--- src/rtl/sysctl_pkg.sv ---
package sysctl_pkg;
  typedef enum logic [1:0] {
    CLS_XFER  = 2'd0,
    CLS_DATA  = 2'd1,
    CLS_LOAD  = 2'd2,
    CLS_STORE = 2'd3
  } cls_e;

  typedef enum logic [1:0] {
    SRC_ZERO  = 2'd0,
    SRC_ID    = 2'd1,
    SRC_CACHE = 2'd2,
    SRC_CTL   = 2'd3
  } src_e;

  localparam logic [7:0]  ID_IMPL = 8'h41;
  localparam logic [3:0]  ID_SPEC = 4'h1;
  localparam logic [3:0]  ID_ARCH = 4'h2;
  localparam logic [11:0] ID_PART = 12'h920;
endpackage

--- src/rtl/sysctl_decode.sv ---
module sysctl_decode
  import sysctl_pkg::*;
#(
  parameter int NCTL = 3,
  parameter int IW   = 2
) (
  input  logic          vld,
  input  logic [1:0]    cls,
  input  logic          dir,
  input  logic [2:0]    op1,
  input  logic [3:0]    crn,
  input  logic [2:0]    op2,
  input  logic          priv,
  output logic          trap,
  output logic          odd,
  output logic          wr_en,
  output logic [IW-1:0] idx,
  output src_e          src
);
  logic [3:0] crn_m1;
  assign crn_m1 = crn - 4'd1;

  always_comb begin
    trap  = 1'b0;
    odd   = 1'b0;
    wr_en = 1'b0;
    src   = SRC_ZERO;
    idx   = crn_m1[IW-1:0];
    if (vld) begin
      if (cls != CLS_XFER || !priv) begin
        trap = 1'b1;
      end else if (op1 != 3'd0) begin
        odd = 1'b1;
      end else if (crn == 4'd0) begin
        if (dir) src = (op2 == 3'd1) ? SRC_CACHE : SRC_ID;
        else     odd = 1'b1;
      end else if (int'(crn) <= NCTL) begin
        if (dir) src = SRC_CTL;
        else     wr_en = 1'b1;
      end else begin
        odd = 1'b1;
      end
    end
  end
endmodule

--- src/rtl/sysctl_ctlregs.sv ---
module sysctl_ctlregs #(
  parameter int NCTL = 3,
  parameter int IW   = 2,
  parameter int DW   = 32
) (
  input  logic          clk,
  input  logic          rst_n,
  input  logic          wr_en,
  input  logic [IW-1:0] idx,
  input  logic [DW-1:0] wdata,
  output logic [DW-1:0] rdata
);
  logic [NCTL-1:0][DW-1:0] regs_q;
  logic [NCTL-1:0][DW-1:0] regs_d;
  logic [NCTL-1:0]         ce;

  for (genvar g = 0; g < NCTL; g++) begin : g_word
    assign ce[g] = wr_en && (int'(idx) == g);
    always_comb regs_d[g] = ce[g] ? wdata : regs_q[g];
    always_ff @(posedge clk or negedge rst_n) begin
      if (!rst_n)     regs_q[g] <= '0;
      else if (ce[g]) regs_q[g] <= regs_d[g];
    end
  end

  assign rdata = (int'(idx) < NCTL) ? regs_q[idx] : '0;

  a_r3_hold_when_idle: assert property (@(posedge clk) disable iff (!rst_n)
    !wr_en |=> $stable(regs_q));
  a_r6_write_lands: assert property (@(posedge clk) disable iff (!rst_n)
    wr_en |=> regs_q[$past(idx)] == $past(wdata));
endmodule

--- src/rtl/sysctl_cop.sv ---
module sysctl_cop
  import sysctl_pkg::*;
#(
  parameter int          NCTL       = 3,
  parameter logic [3:0]  LAYOUT_REV = 4'h3,
  parameter logic [31:0] CACHE_WORD = 32'h0D17_2172
) (
  input  logic        clk,
  input  logic        rst_n,
  input  logic        req_vld,
  input  logic [1:0]  req_cls,
  input  logic        req_dir,
  input  logic [2:0]  req_op1,
  input  logic [3:0]  req_crn,
  input  logic [3:0]  req_crm,
  input  logic [2:0]  req_op2,
  input  logic        req_priv,
  input  logic [31:0] req_wdata,
  output logic        rsp_vld,
  output logic [31:0] rsp_rdata,
  output logic        rsp_done,
  output logic        rsp_trap,
  output logic        rsp_odd
);
  localparam int IW = (NCTL > 1) ? $clog2(NCTL) : 1;
  localparam logic [31:0] ID_WORD = {ID_IMPL, ID_SPEC, ID_ARCH, ID_PART, LAYOUT_REV};

  logic          dec_trap, dec_odd, dec_wr;
  logic [IW-1:0] dec_idx;
  src_e          dec_src;
  logic [31:0]   ctl_rd, rd_mux;
  logic          crm_unused;

  assign crm_unused = ^req_crm;

  sysctl_decode #(.NCTL(NCTL), .IW(IW)) i_dec (
    .vld(req_vld), .cls(req_cls), .dir(req_dir), .op1(req_op1),
    .crn(req_crn), .op2(req_op2), .priv(req_priv),
    .trap(dec_trap), .odd(dec_odd), .wr_en(dec_wr), .idx(dec_idx), .src(dec_src)
  );

  sysctl_ctlregs #(.NCTL(NCTL), .IW(IW), .DW(32)) i_regs (
    .clk(clk), .rst_n(rst_n), .wr_en(dec_wr), .idx(dec_idx),
    .wdata(req_wdata), .rdata(ctl_rd)
  );

  always_comb begin
    unique case (dec_src)
      SRC_ID:    rd_mux = ID_WORD;
      SRC_CACHE: rd_mux = CACHE_WORD;
      SRC_CTL:   rd_mux = ctl_rd;
      default:   rd_mux = '0;
    endcase
  end

  logic        vld_d, done_d, trap_d, odd_d;
  logic [31:0] data_d;

  always_comb begin
    vld_d  = req_vld;
    trap_d = dec_trap;
    done_d = req_vld && !dec_trap;
    odd_d  = dec_odd;
    data_d = rd_mux;
  end

  always_ff @(posedge clk or negedge rst_n) begin
    if (!rst_n) begin
      rsp_vld   <= 1'b0;
      rsp_done  <= 1'b0;
      rsp_trap  <= 1'b0;
      rsp_odd   <= 1'b0;
      rsp_rdata <= '0;
    end else begin
      rsp_vld   <= vld_d;
      rsp_done  <= done_d;
      rsp_trap  <= trap_d;
      rsp_odd   <= odd_d;
      rsp_rdata <= data_d;
    end
  end

  a_r8_one_rsp: assert property (@(posedge clk) disable iff (!rst_n)
    req_vld |=> rsp_vld);
  a_r8_no_spurious: assert property (@(posedge clk) disable iff (!rst_n)
    !req_vld |=> !rsp_vld);
  a_r8_exclusive: assert property (@(posedge clk) disable iff (!rst_n)
    rsp_vld |-> (rsp_done ^ rsp_trap));
  a_r2_class_trap: assert property (@(posedge clk) disable iff (!rst_n)
    (req_vld && req_cls != CLS_XFER) |=> (rsp_trap && rsp_rdata == 32'd0));
  a_r3_user_trap: assert property (@(posedge clk) disable iff (!rst_n)
    (req_vld && !req_priv) |=> rsp_trap);
  a_r7_odd_no_write: assert property (@(posedge clk) disable iff (!rst_n)
    dec_odd |-> !dec_wr);
  a_r7_odd_zero: assert property (@(posedge clk) disable iff (!rst_n)
    rsp_odd |-> (rsp_done && rsp_rdata == 32'd0));
  a_r4_cache_word: assert property (@(posedge clk) disable iff (!rst_n)
    (req_vld && req_priv && req_cls == CLS_XFER && req_dir && req_op1 == 3'd0
     && req_crn == 4'd0 && req_op2 == 3'd1) |=> rsp_rdata == CACHE_WORD);
endmodule

--- config.mk ---
export PLATFORM = sky130hd
export DESIGN_NAME = sysctl_cop
export DESIGN_NICKNAME = d
export VERILOG_FILES = /design/src/rtl/sysctl_pkg.sv /design/src/rtl/sysctl_decode.sv /design/src/rtl/sysctl_ctlregs.sv /design/src/rtl/sysctl_cop.sv
export SDC_FILE = /design/constraint.sdc
export NUM_CORES = 1
export LEC_CHECK = 0
export BUFFER_PORTS_ARGS = -buffer_cell sky130_fd_sc_hd__buf_2
export CAP_MARGIN = 20
export CELL_PAD_IN_SITES_DETAIL_PLACEMENT = 0
export CELL_PAD_IN_SITES_GLOBAL_PLACEMENT = 1
export CORE_AREA = 10 10 148 150
export DETAILED_ROUTE_END_ITERATION = 7
export DIE_AREA = 0 0 158 160
export PLACE_DENSITY = 0.58
export SLEW_MARGIN = 10
export SYNTH_ARGS = -nofsm -noshare
export SYNTH_HDL_FRONTEND = slang
export SYNTH_HIERARCHICAL = 1
export SYNTH_SLANG_ARGS = --single-unit
--- constraint.sdc ---
create_clock -name clk -period 2.5 [get_ports clk]
set_clock_uncertainty 0.1 [all_clocks]
set_input_delay 0.375 -clock clk [delete_from_list [all_inputs] [get_ports clk]]
set_output_delay 0.375 -clock clk [all_outputs]
set_load 0.03 [all_outputs]
==> flow_metrics.env <==
export IMPL_synth_nets=445
export IMPL_drc_errors=0
export IMPL_final_nets=545
export IMPL_hold_violations=0
export IMPL_netSwitchingPower_w=0.001064
export IMPL_initial_core_util_pct=29.49
export IMPL_worstHoldStart="req_wdata[0]"
export IMPL_finalInstanceArea_um2=7014
export IMPL_crit_fanout=15
export IMPL_grt_pass1_vias=3838
export IMPL_path_cells="dlygate4sd3_1 -> buf_2 -> and4bb_2 -> nand4_1 -> a31oi_4 -> buf_4 -> a21boi_0"
export IMPL_path_buf_inv=3
export IMPL_grt_pass1_wl_um=21940
export IMPL_fin_ws_ns=0.2309
export IMPL_finalCritPeriodShare_pct=90.77
export IMPL_vias=3510
export IMPL_sw_frac_of_total_pct=22.42
export IMPL_antennaDiodeCount=0
export IMPL_drt_total_wl_um=13900
export IMPL_dpl_hpwl_um=9146
export IMPL_io_buffers=84
export IMPL_numCtsBuffers=17
export IMPL_p_seq_share_pct=45.5
export IMPL_die_x_um=158
export IMPL_cp_data_arrival_time_ns=2.49
export IMPL_pre_cts_slack_ns=0.1110
export IMPL_internal_power_w=0.003681
export IMPL_drv_slew=0
export IMPL_grt_setup_unrepaired="no"
export IMPL_fmax_mhz=440.7
export IMPL_reg2reg_to="rsp_rdata[1]"
export IMPL_antenna_found_initial=2
export IMPL_synth_top_area_share_pct=58.71
export IMPL_max_slew_margin_pct=64.40
export IMPL_synth_avg_cell_area_um2=14.39
export IMPL_first_pass_iters=4
export IMPL_synth_area_leader_cell="dfrtp_1"
export IMPL_yosysUniqueCellTypes=28
export IMPL_cts_sinks=132
export IMPL_grt_max_degree=64
export IMPL_ir_drop_mv=0.4619
export IMPL_die_h_um=160
export IMPL_fin_crit_ns=2.269
export IMPL_synthTopCellsByArea="dfrtp_1, mux2_2, mux2i_1"
export IMPL_synth_seq_area_share_pct=58.71
export IMPL_holdWs_ns=0.1011
export IMPL_gp_congestion=0.6935
export IMPL_synth_yosys_warnings=6
export IMPL_worstSetupPathType="input port to register"
export IMPL_clockRootBuffer="clkbuf_16"
export IMPL_rrSetupSlack_ns=1.43
export IMPL_post_synth_top_count_cell="dfrtp_1"
export IMPL_cts_tree="built"
export IMPL_outcome="finished clean"
export IMPL_grt_usage_pct=11.33
export IMPL_rows=51
export IMPL_areaGrowthSynthToFinish_pct=24.66
export IMPL_drive_above_1_share_pct=46.83
export IMPL_timing_critical_path_to_type="register"
export IMPL_htreeDepth=4
export IMPL_crit_family="buffers and inverters"
export IMPL_viasPerCell=4.730
export IMPL_crit_required_ns=2.72
export IMPL_wl_per_cell_um=18.73
export IMPL_final_setup_tns_ns=0
export IMPL_power_density_nw_per_um2=676.5
export IMPL_core_area_um2=19080
export IMPL_p_clk_share_pct=49.2
export IMPL_min_to="i_regs/regs_q[64]"
export IMPL_drt_iter0_drc=225
export IMPL_cts_clk_slew_worst_paths_ns=0.06
export IMPL_hold_depth=2
export IMPL_async_flop_share_pct=100.0
export IMPL_reg2reg_depth=3
export IMPL_r2r_start="i_regs/regs_q[65]"
export IMPL_critPathLaunchType="input port"
export IMPL_synthFlopType="dfrtp_1"
export IMPL_syn_area_um2=5627
export IMPL_maxCapViolations=0
export IMPL_dpl_cell_area_um2=6437
export IMPL_grt_ovfl_total=0
export IMPL_synth_edf_count=0
export IMPL_cts_buffer_depth=2
export IMPL_power_leakage_nw=3.646
export IMPL_syn_instance_count=391
export IMPL_setup_viol=0
export IMPL_pwr_share_comb_pct=5.4
export IMPL_ys_seq_elements=132
export IMPL_synthTopCellsByCount="dfrtp_1, mux2_2, mux2i_1, o2bb2ai_1, inv_1"
export IMPL_num_io_pins=89
export IMPL_slowest_stage="dlygate4sd3_1"
export IMPL_fp_dieArea_um2=25280
export IMPL_antenna_left=0
export IMPL_tightest_slew_ns=0.5339
export IMPL_hp_class="input port to register"
export IMPL_insertion_delay_ns=0.42
export IMPL_max_stage_delay_ns=0.52
[state kept, by name, indices dropped and copies added, names as in the netlist]
register and cells:
rsp_done 1, i_regs/regs_q 96, rsp_rdata 32, rsp_trap 1, rsp_vld 1, rsp_odd 1
[worst max-delay path by stage]
stage,from,cells past startpoint,endpoint,slack (ns)
2_1_floorplan,req_crn[0],6,i_regs/regs_q[10],0.23
3_3_place_gp,req_crn[3],8,i_regs/regs_q[27],0.16
3_5_place_dp,req_crn[3],8,i_regs/regs_q[10],0.11
4_1_cts,req_vld,7,rsp_rdata[30],0.21
5_1_grt,req_vld,7,rsp_rdata[30],0.07
6_report,req_vld,7,rsp_rdata[30],0.23
[layout by cell type (no fill, tap or decap), types with 2 or more instances in the layout]
cell type / n
dfrtp_1: 132
mux2_2: 89
buf_2: 83
mux2i_1: 32
o2bb2ai_1: 32
buf_4: 18
clkbuf_16: 17
inv_1: 15
a21boi_0: 15
and3_1: 14
mux2_1: 7
clkinv_2: 5
o21a_1: 4
buf_12: 4
nand2_1: 3
clkbuf_1: 3
clkbuf_8: 3
nor2_1: 3
clkinvlp_4: 2
dlygate4sd3_1: 2
inv_2: 2
nand3b_4: 2
[power groups by stage]
stage | Sequential (W) | Clock [W] | Combinational [W]
2_1_floorplan | 0.00220 | 0 | 0.0000973
3_3_place_gp | 0.00219 | 0 | 0.000253
3_5_place_dp | 0.00220 | 0 | 0.000258
4_1_cts | 0.00216 | 0.00241 | 0.000262
5_1_grt | 0.00216 | 0.00251 | 0.000282
6_report | 0.00216 | 0.00233 | 0.000254
[timing repair]
item	4_1_cts	5_1_grt
hold buffers	2	0
endpoints found under the hold margin	39	0
gates resized for setup	0	0
buffers inserted	0	0
[per-layer routing]
metal  global-route usage, %  wire length [um]  vias up
met4                   4.549               193        4
met1                   14.01              6205     1812
li1                        -                 -     1605
met5                       0                32        -
met2                   17.74              6748       71
met3                   3.787               717       18
[per-stage QoR]
| step | cells | total power [W] | util (%) |
|---|---|---|---|
| after floorplan | 391 | 0.002300 | - |
| after global placement | 708 | 0.002448 | 33.74 |
| after detailed placement | 708 | 0.002454 | 33.74 |
| after CTS | 742 | 0.004834 | 36.76 |
| after global routing | 742 | 0.004948 | 36.76 |
| final | 742 | 0.004745 | 36.76 |
[worst reg2reg max path: stages, from the launching register on]
cell	delay (ns)
dfrtp_1	0.37
mux2i_1	0.13
o2bb2ai_1	0.14
o21a_1	0.23
[layout make-up]
cell class | count | area (um^2)
inverters | 17 | 63.81
multi-input cells | 215 | 2131
clock buffers | 23 | 478.0
well taps | 238 | 297.8
clock inverters | 9 | 78.83
flip-flops and latches | 132 | 3303
fillers | 1861 | 12070
repair buffers | 108 | 661.9
[cell families after synthesis]
kind of cell | Yosys count | synth area share, %
buf+inv | 44 | 4.025
flops | 132 | 58.71
compound gates | 54 | 7.827
fa+ha+maj | 1 | 0.2223
simple gates | 32 | 4.314
mux | 128 | 24.91
Note: power is estimated with default switching activity, not from simulation.
